$ cat src/rtl/flash_prog_pkg.sv
package flash_prog_pkg;

    typedef enum logic [2:0] {
        ST_IDLE,
        ST_WR_SETUP,
        ST_WR_LOW,
        ST_WR_HIGH,
        ST_POLL_RD,
        ST_POLL_GAP
    } seq_state_t;

    typedef struct packed {
        logic [15:0] addr;
        logic [15:0] data;
    } bus_word_t;

    localparam int WRITE_STEPS = 4;

    // ceiling of a time over the clock period, at least one cycle
    function automatic int ns_to_cycles(input int t_ns, input int clk_ns);
        int c;
        c = (t_ns + clk_ns - 1) / clk_ns;
        return (c < 1) ? 1 : c;
    endfunction

    // address/data of each write step; the last step carries the user word
    function automatic bus_word_t step_word(input logic [1:0] idx, input bus_word_t user);
        bus_word_t w;
        case (idx)
            2'd0: w = '{addr: 16'h5555, data: 16'h00AA};
            2'd1: w = '{addr: 16'h2AAA, data: 16'h0055};
            2'd2: w = '{addr: 16'h5555, data: 16'h00A0};
            default: w = user;
        endcase
        return w;
    endfunction

endpackage

$ cat src/rtl/fps_phase_timer.sv
module fps_phase_timer #(
    parameter int MAX_CYC = 64
) (
    input  logic                         clk,
    input  logic                         rst,
    input  logic                         load,
    input  logic [$clog2(MAX_CYC+1)-1:0] load_val,
    output logic                         expired
);
    localparam int CW = $clog2(MAX_CYC + 1);

    logic [CW-1:0] cnt;

    always_ff @(posedge clk) begin
        if (rst)
            cnt <= '0;
        else if (load)
            cnt <= load_val;
        else if (cnt != '0)
            cnt <= cnt - 1'b1;
    end

    assign expired = (cnt == '0);
endmodule

$ cat src/rtl/fps_toggle_eval.sv
module fps_toggle_eval #(
    parameter int MAX_POLLS = 1024
) (
    input  logic clk,
    input  logic rst,
    input  logic clear,
    input  logic sample,
    input  logic bit_in,
    output logic match,
    output logic at_limit
);
    localparam int PW = $clog2(MAX_POLLS + 1);

    logic          prev_bit;
    logic          have_prev;
    logic [PW-1:0] reads;

    always_ff @(posedge clk) begin
        if (rst || clear) begin
            prev_bit  <= 1'b0;
            have_prev <= 1'b0;
            reads     <= '0;
        end else if (sample) begin
            prev_bit  <= bit_in;
            have_prev <= 1'b1;
            reads     <= reads + 1'b1;
        end
    end

    assign match    = have_prev && (bit_in == prev_bit);
    assign at_limit = (reads == PW'(MAX_POLLS - 1));
endmodule

$ cat src/rtl/flash_prog_seq.sv
module flash_prog_seq
    import flash_prog_pkg::*;
#(
    parameter int CLK_NS       = 4,
    parameter int T_SETUP_NS   = 1,
    parameter int T_WP_NS      = 90,
    parameter int T_WPH_NS     = 90,
    parameter int T_OE_ACC_NS  = 50,
    parameter int T_OEH_NS     = 150,
    parameter int MAX_POLLS    = 1024,
    parameter int TOGGLE_BIT   = 6
) (
    input  logic        clk,
    input  logic        rst,
    input  logic        start,
    input  logic [15:0] user_addr,
    input  logic [15:0] user_data,
    output logic        busy,
    output logic        done,
    output logic        err,
    output logic [15:0] fl_addr,
    output logic [15:0] fl_wdata,
    output logic        fl_dq_oe,
    input  logic [15:0] fl_rdata,
    output logic        fl_ce_n,
    output logic        fl_oe_n,
    output logic        fl_we_n
);
    localparam int SETUP_C = ns_to_cycles(T_SETUP_NS, CLK_NS);
    localparam int WP_C    = ns_to_cycles(T_WP_NS, CLK_NS);
    localparam int WPH_C   = ns_to_cycles(T_WPH_NS, CLK_NS);
    localparam int ACC_C   = ns_to_cycles(T_OE_ACC_NS, CLK_NS);
    localparam int OEH_C   = ns_to_cycles(T_OEH_NS, CLK_NS);
    localparam int MAX_C   = (WP_C > OEH_C) ? WP_C : OEH_C;
    localparam int MAX_ALL = (MAX_C > WPH_C) ? ((MAX_C > ACC_C) ? MAX_C : ACC_C)
                                              : ((WPH_C > ACC_C) ? WPH_C : ACC_C);
    localparam int TW      = $clog2(MAX_ALL + 1);

    seq_state_t    state, state_nx;
    logic [1:0]    step, step_nx;
    bus_word_t     user_q;
    bus_word_t     cur_word;
    logic          tmr_load;
    logic [TW-1:0] tmr_val;
    logic          tmr_exp;
    logic          poll_clear, poll_sample, poll_match, poll_last;
    logic          done_nx, err_nx;

    fps_phase_timer #(.MAX_CYC(MAX_ALL)) u_timer (
        .clk      (clk),
        .rst      (rst),
        .load     (tmr_load),
        .load_val (tmr_val),
        .expired  (tmr_exp)
    );

    fps_toggle_eval #(.MAX_POLLS(MAX_POLLS)) u_eval (
        .clk      (clk),
        .rst      (rst),
        .clear    (poll_clear),
        .sample   (poll_sample),
        .bit_in   (fl_rdata[TOGGLE_BIT]),
        .match    (poll_match),
        .at_limit (poll_last)
    );

    always_comb begin
        state_nx    = state;
        step_nx     = step;
        tmr_load    = 1'b0;
        tmr_val     = '0;
        poll_clear  = 1'b0;
        poll_sample = 1'b0;
        done_nx     = 1'b0;
        err_nx      = 1'b0;
        case (state)
            ST_IDLE: if (start) begin
                state_nx = ST_WR_SETUP;
                step_nx  = 2'd0;
                tmr_load = 1'b1;
                tmr_val  = TW'(SETUP_C - 1);
            end
            ST_WR_SETUP: if (tmr_exp) begin
                state_nx = ST_WR_LOW;
                tmr_load = 1'b1;
                tmr_val  = TW'(WP_C - 1);
            end
            ST_WR_LOW: if (tmr_exp) begin
                state_nx = ST_WR_HIGH;
                tmr_load = 1'b1;
                tmr_val  = TW'(WPH_C - 1);
            end
            ST_WR_HIGH: if (tmr_exp) begin
                tmr_load = 1'b1;
                if (step == 2'(WRITE_STEPS - 1)) begin
                    state_nx   = ST_POLL_RD;
                    tmr_val    = TW'(ACC_C - 1);
                    poll_clear = 1'b1;
                end else begin
                    state_nx = ST_WR_SETUP;
                    step_nx  = step + 2'd1;
                    tmr_val  = TW'(SETUP_C - 1);
                end
            end
            ST_POLL_RD: if (tmr_exp) begin
                poll_sample = 1'b1;
                if (poll_match) begin
                    state_nx = ST_IDLE;
                    done_nx  = 1'b1;
                end else if (poll_last) begin
                    state_nx = ST_IDLE;
                    err_nx   = 1'b1;
                end else begin
                    state_nx = ST_POLL_GAP;
                    tmr_load = 1'b1;
                    tmr_val  = TW'(OEH_C - 1);
                end
            end
            ST_POLL_GAP: if (tmr_exp) begin
                state_nx = ST_POLL_RD;
                tmr_load = 1'b1;
                tmr_val  = TW'(ACC_C - 1);
            end
            default: state_nx = ST_IDLE;
        endcase
    end

    always_ff @(posedge clk) begin
        if (rst) begin
            state  <= ST_IDLE;
            step   <= 2'd0;
            user_q <= '0;
            done   <= 1'b0;
            err    <= 1'b0;
        end else begin
            state <= state_nx;
            step  <= step_nx;
            done  <= done_nx;
            err   <= err_nx;
            if (state == ST_IDLE && start)
                user_q <= '{addr: user_addr, data: user_data};
        end
    end

    assign cur_word = step_word(step, user_q);
    logic in_write;
    assign in_write = (state == ST_WR_SETUP) || (state == ST_WR_LOW) || (state == ST_WR_HIGH);

    assign busy     = (state != ST_IDLE);
    assign fl_ce_n  = (state == ST_IDLE);
    assign fl_we_n  = (state != ST_WR_LOW);
    assign fl_oe_n  = (state != ST_POLL_RD);
    assign fl_dq_oe = in_write;
    assign fl_addr  = in_write ? cur_word.addr : user_q.addr;
    assign fl_wdata = in_write ? cur_word.data : 16'h0000;
endmodule

$ cat config.mk
export PLATFORM = sky130hd
export DESIGN_NAME = flash_prog_seq
export DESIGN_NICKNAME = d
export VERILOG_FILES = /design/src/rtl/flash_prog_pkg.sv /design/src/rtl/fps_phase_timer.sv /design/src/rtl/fps_toggle_eval.sv /design/src/rtl/flash_prog_seq.sv
export SDC_FILE = /design/constraint.sdc
export NUM_CORES = 1
export LEC_CHECK = 0
export CAP_MARGIN = 15
export CORE_MARGIN = 3
export CORE_UTILIZATION = 30
export DETAILED_ROUTE_END_ITERATION = 7
export GPL_TIMING_DRIVEN = 0
export HOLD_SLACK_MARGIN = 0.08
export PLACE_DENSITY = 0.57
export RECOVER_POWER = 25
export SYNTH_ARGS = -nofsm -noshare
export SYNTH_HDL_FRONTEND = slang
export SYNTH_SLANG_ARGS = --single-unit
$ cat constraint.sdc
create_clock -name clk -period 3.9 [get_ports clk]
set_input_delay 0.78 -clock clk [delete_from_list [all_inputs] [get_ports clk]]
set_output_delay 0.78 -clock clk [all_outputs]
set_load 0.01 [all_outputs]
==> impl_results.md <==
- Post-DP HPWL: 6380 µm
- Post-route ant nets: 0
- Placed cell areas: 3940 µm²
- Io pins: 90
- DR vias: 2949
- CP required: 3120 ps
- Period utilisation layout: 87.8%
- CTS H-tree depth: 3
- Pwr Total: 2.63 mW
- Ys Warns: 0
- Hold Slack: 451 ps
- DRT Pass-1 Iters: 4
- Post-synth EDFFs: 0
- Asr flop ratio synth: 0%
- Hold Vio Cnt, Final: 0
- RSZ-0062 raised after global routing: no
- Setup TNS: 0 ps
- Clock Tree Root: clkbuf_8
- Post-synth top area share: 38.3%
- Final setup fails: 0
- # diodes: 0
- Min-delay src: user_q[10]$_SDFFE_PP0P_
- Post-synthesis sequential area ratio: 38.3%
- # DRC: 0
- Initial antenna violation count: 0
- Clock skew: 8.25 ps
- Grt ovf: 0
- Final Cell Area: 4110 µm²
- GRT Total Usage: 15.6%
- Critical R2R Launch: u_timer.cnt[0]$_SDFFE_PP0P_
- Starting density of the core: 30.9%
- FILL cells: 1054
- CP startpoint: state[2]$_SDFFE_PP0P_
- Clock transition at path regs: 80 ps
- GP Congestion: 0.837
- Post-synthesis cell count: 382
- Hold EP: user_q[10]$_SDFFE_PP0P_
- MaxCap Viol Count: 0
- Cell accounting for the most synthesized area: dfxtp_1
- F_max: 292 MHz
- Max Transition Viols Final: 0
- Initial DRC Count: 135
- Area growth, synth to finish: 35.5%
- CTS Buf Count: 9
- Via/cell ratio: 4.87
- Pre-CTS WS: 854 ps
- Max_slew headroom: 57.0%
- Post-Route Utilization: 41.9%
- Worst hold path depth: 2
- FF+latch count, synth: 58
- Hold Buf Count CTS: 0
- CTS tree: done
- R2R depth: 7
- Post_cts resized: 0
- Worst hold path type: flip-flop to flip-flop
- Avg Synthesized Cell Area: 7.94 µm²
- Die span in y: 107 µm
- Least-Margin Pin Slew: 640 ps
- Die Wd: 107 µm
- Ratio of cells with drive above 1 in the final layout: 7.63%
- Final wirelength: 8670 µm
- RR Endpoint: u_eval.have_prev$_SDFFE_PP0P_
- Power per cell area: 639 nW/µm²
- Die area: 11400 µm²
- Postcts setup bufs: 0
- Num rows: 36
- Netlist cell types: 62
- Syn_nets: 441
- # port buffers: 74
- Worst reg2reg setup slack: 1530 ps
- Critical path endpoint category: output port
- First-pass GRT wire length: 14300 µm
- # clock sinks: 58
- Clk buf depth: 2
- Leakage: 1.54 nW
- Syn Std Cell Area: 3030 µm²
- Crit path time final: 3420 ps
- Primary FF master, synth: dfxtp_1
- Setup WS post-layout: 476 ps
- Critical path peak fanout: 10
- Largest cells by area after synthesis: dfxtp_1 (38%), nand2_1 (11%), a21oi_1 (8.4%)
- Crit path launch type: flip-flop
- Worst-Skew Late Latency: 340 ps
- Largest net degree at the start of global routing: 12
- Nets: 526
- Status: complete, no violations
- IR drop worst, VDD: 0.250 mV
- CORE AREA: 9820 µm²
- Worst endpoint data arrival time: 2640 ps
- Placed insts: 589
- DR WL/cell: 14.3 µm
- Critical path type: flip-flop to output port
- Non-filler cells, final: 605
- Vias in the first global route: 2897
## synthesized netlist by cell type (all sizes together) (2+ instances only)
| cell | instances |
|---|---|
| nand4 | 6 |
| nor4 | 3 |
| o31a | 2 |
| o21a | 9 |
| mux2i | 2 |
| or3b | 2 |
| nand3 | 5 |
| or3 | 8 |
| and4 | 2 |
| a211oi | 2 |
| o21ai | 13 |
| ha | 8 |
| nor3 | 8 |
| dfxtp | 58 |
| a41oi | 2 |
| o31ai | 3 |
| xnor2 | 6 |
| clkbuf | 12 |
| a31oi | 4 |
| and2 | 4 |
| nand2 | 87 |
| and3 | 9 |
| buf | 12 |
| xor2 | 6 |
| nor3b | 2 |
| inv | 8 |
| nor2b | 4 |
| a221oi | 3 |
| nand2b | 3 |
| a21oi | 51 |
| nor2 | 17 |
## cells by family after synthesis
group,Yosys count,share of synthesized area (%)
mux,2,0.660
simple gates,169,28.0
xor+xnor,12,3.46
flops,58,38.3
buf+inv,34,5.98
compound gates,99,20.3
fa+ha+maj,8,3.30
## final cells by class
cell class	instances	area, µm²	share of cell area, %
multi-input cells	290	1690	41.0
inverters	9	33.8	0.821
flip-flops and latches	58	1160	28.2
plain buffers	25	145	3.53
clock buffers	10	138	3.35
well taps	133	166	4.05
repair buffers	74	741	18.0
clock inverters	6	41.3	1.00
## report_power, final
part           internal, mW  switching (mW)  leakage, nW  total (mW)
logic                 0.627           0.724        0.979        1.35
registers             0.687          0.0711        0.473       0.758
clock network         0.247           0.270       0.0847       0.517
## metal layers
metal	vias up	global-route usage, %	part of all wire [%]
met3	8	4.01	6.1
met4	0	5.66	1.0
met5	-	0	0
li1	1501	-	-
met2	87	24.0	45
met1	1353	21.1	48
## state kept, by name, indices dropped and copies added (netlist names)
name              flops
done                  1
err                   1
state                 3
step                  2
u_eval.have_prev      1
u_eval.prev_bit       1
u_eval.reads         11
u_timer.cnt           6
user_q               32
## critical path, cell delays in order, from the launching register on
cell	delay [ps]
dfxtp_1	320
buf_2	180
o21bai_1	280
nor2_1	170
clkbuf_1	400
nand2_1	270
nand2_1	130
clkdlybuf4s50_1	540
## how the worst max path moves through the flow
| stage | depth (start not counted) | end | slack, ps |
|---|---|---|---|
| after floorplan | 6 | fl_addr[11] | 1720 |
| final | 7 | fl_addr[13] | 480 |
| after global placement | 7 | fl_addr[13] | 850 |
| after CTS | 7 | fl_addr[13] | 470 |
| after global routing | 7 | fl_addr[13] | 280 |
| after detailed placement | 7 | fl_addr[13] | 850 |
## cell usage in the layout (no fill, tap or decap), drive strengths merged, types with 9 or more instances in the layout
cell type and instances:
dfxtp 58, nor2 17, buf 9, inv 9, clkbuf 25, nand2 87
a21oi 51, clkdlybuf4s50 70, and3 9, o21a 9, o21ai 13
No activity file was read; power rests on OpenSTA's default activity.
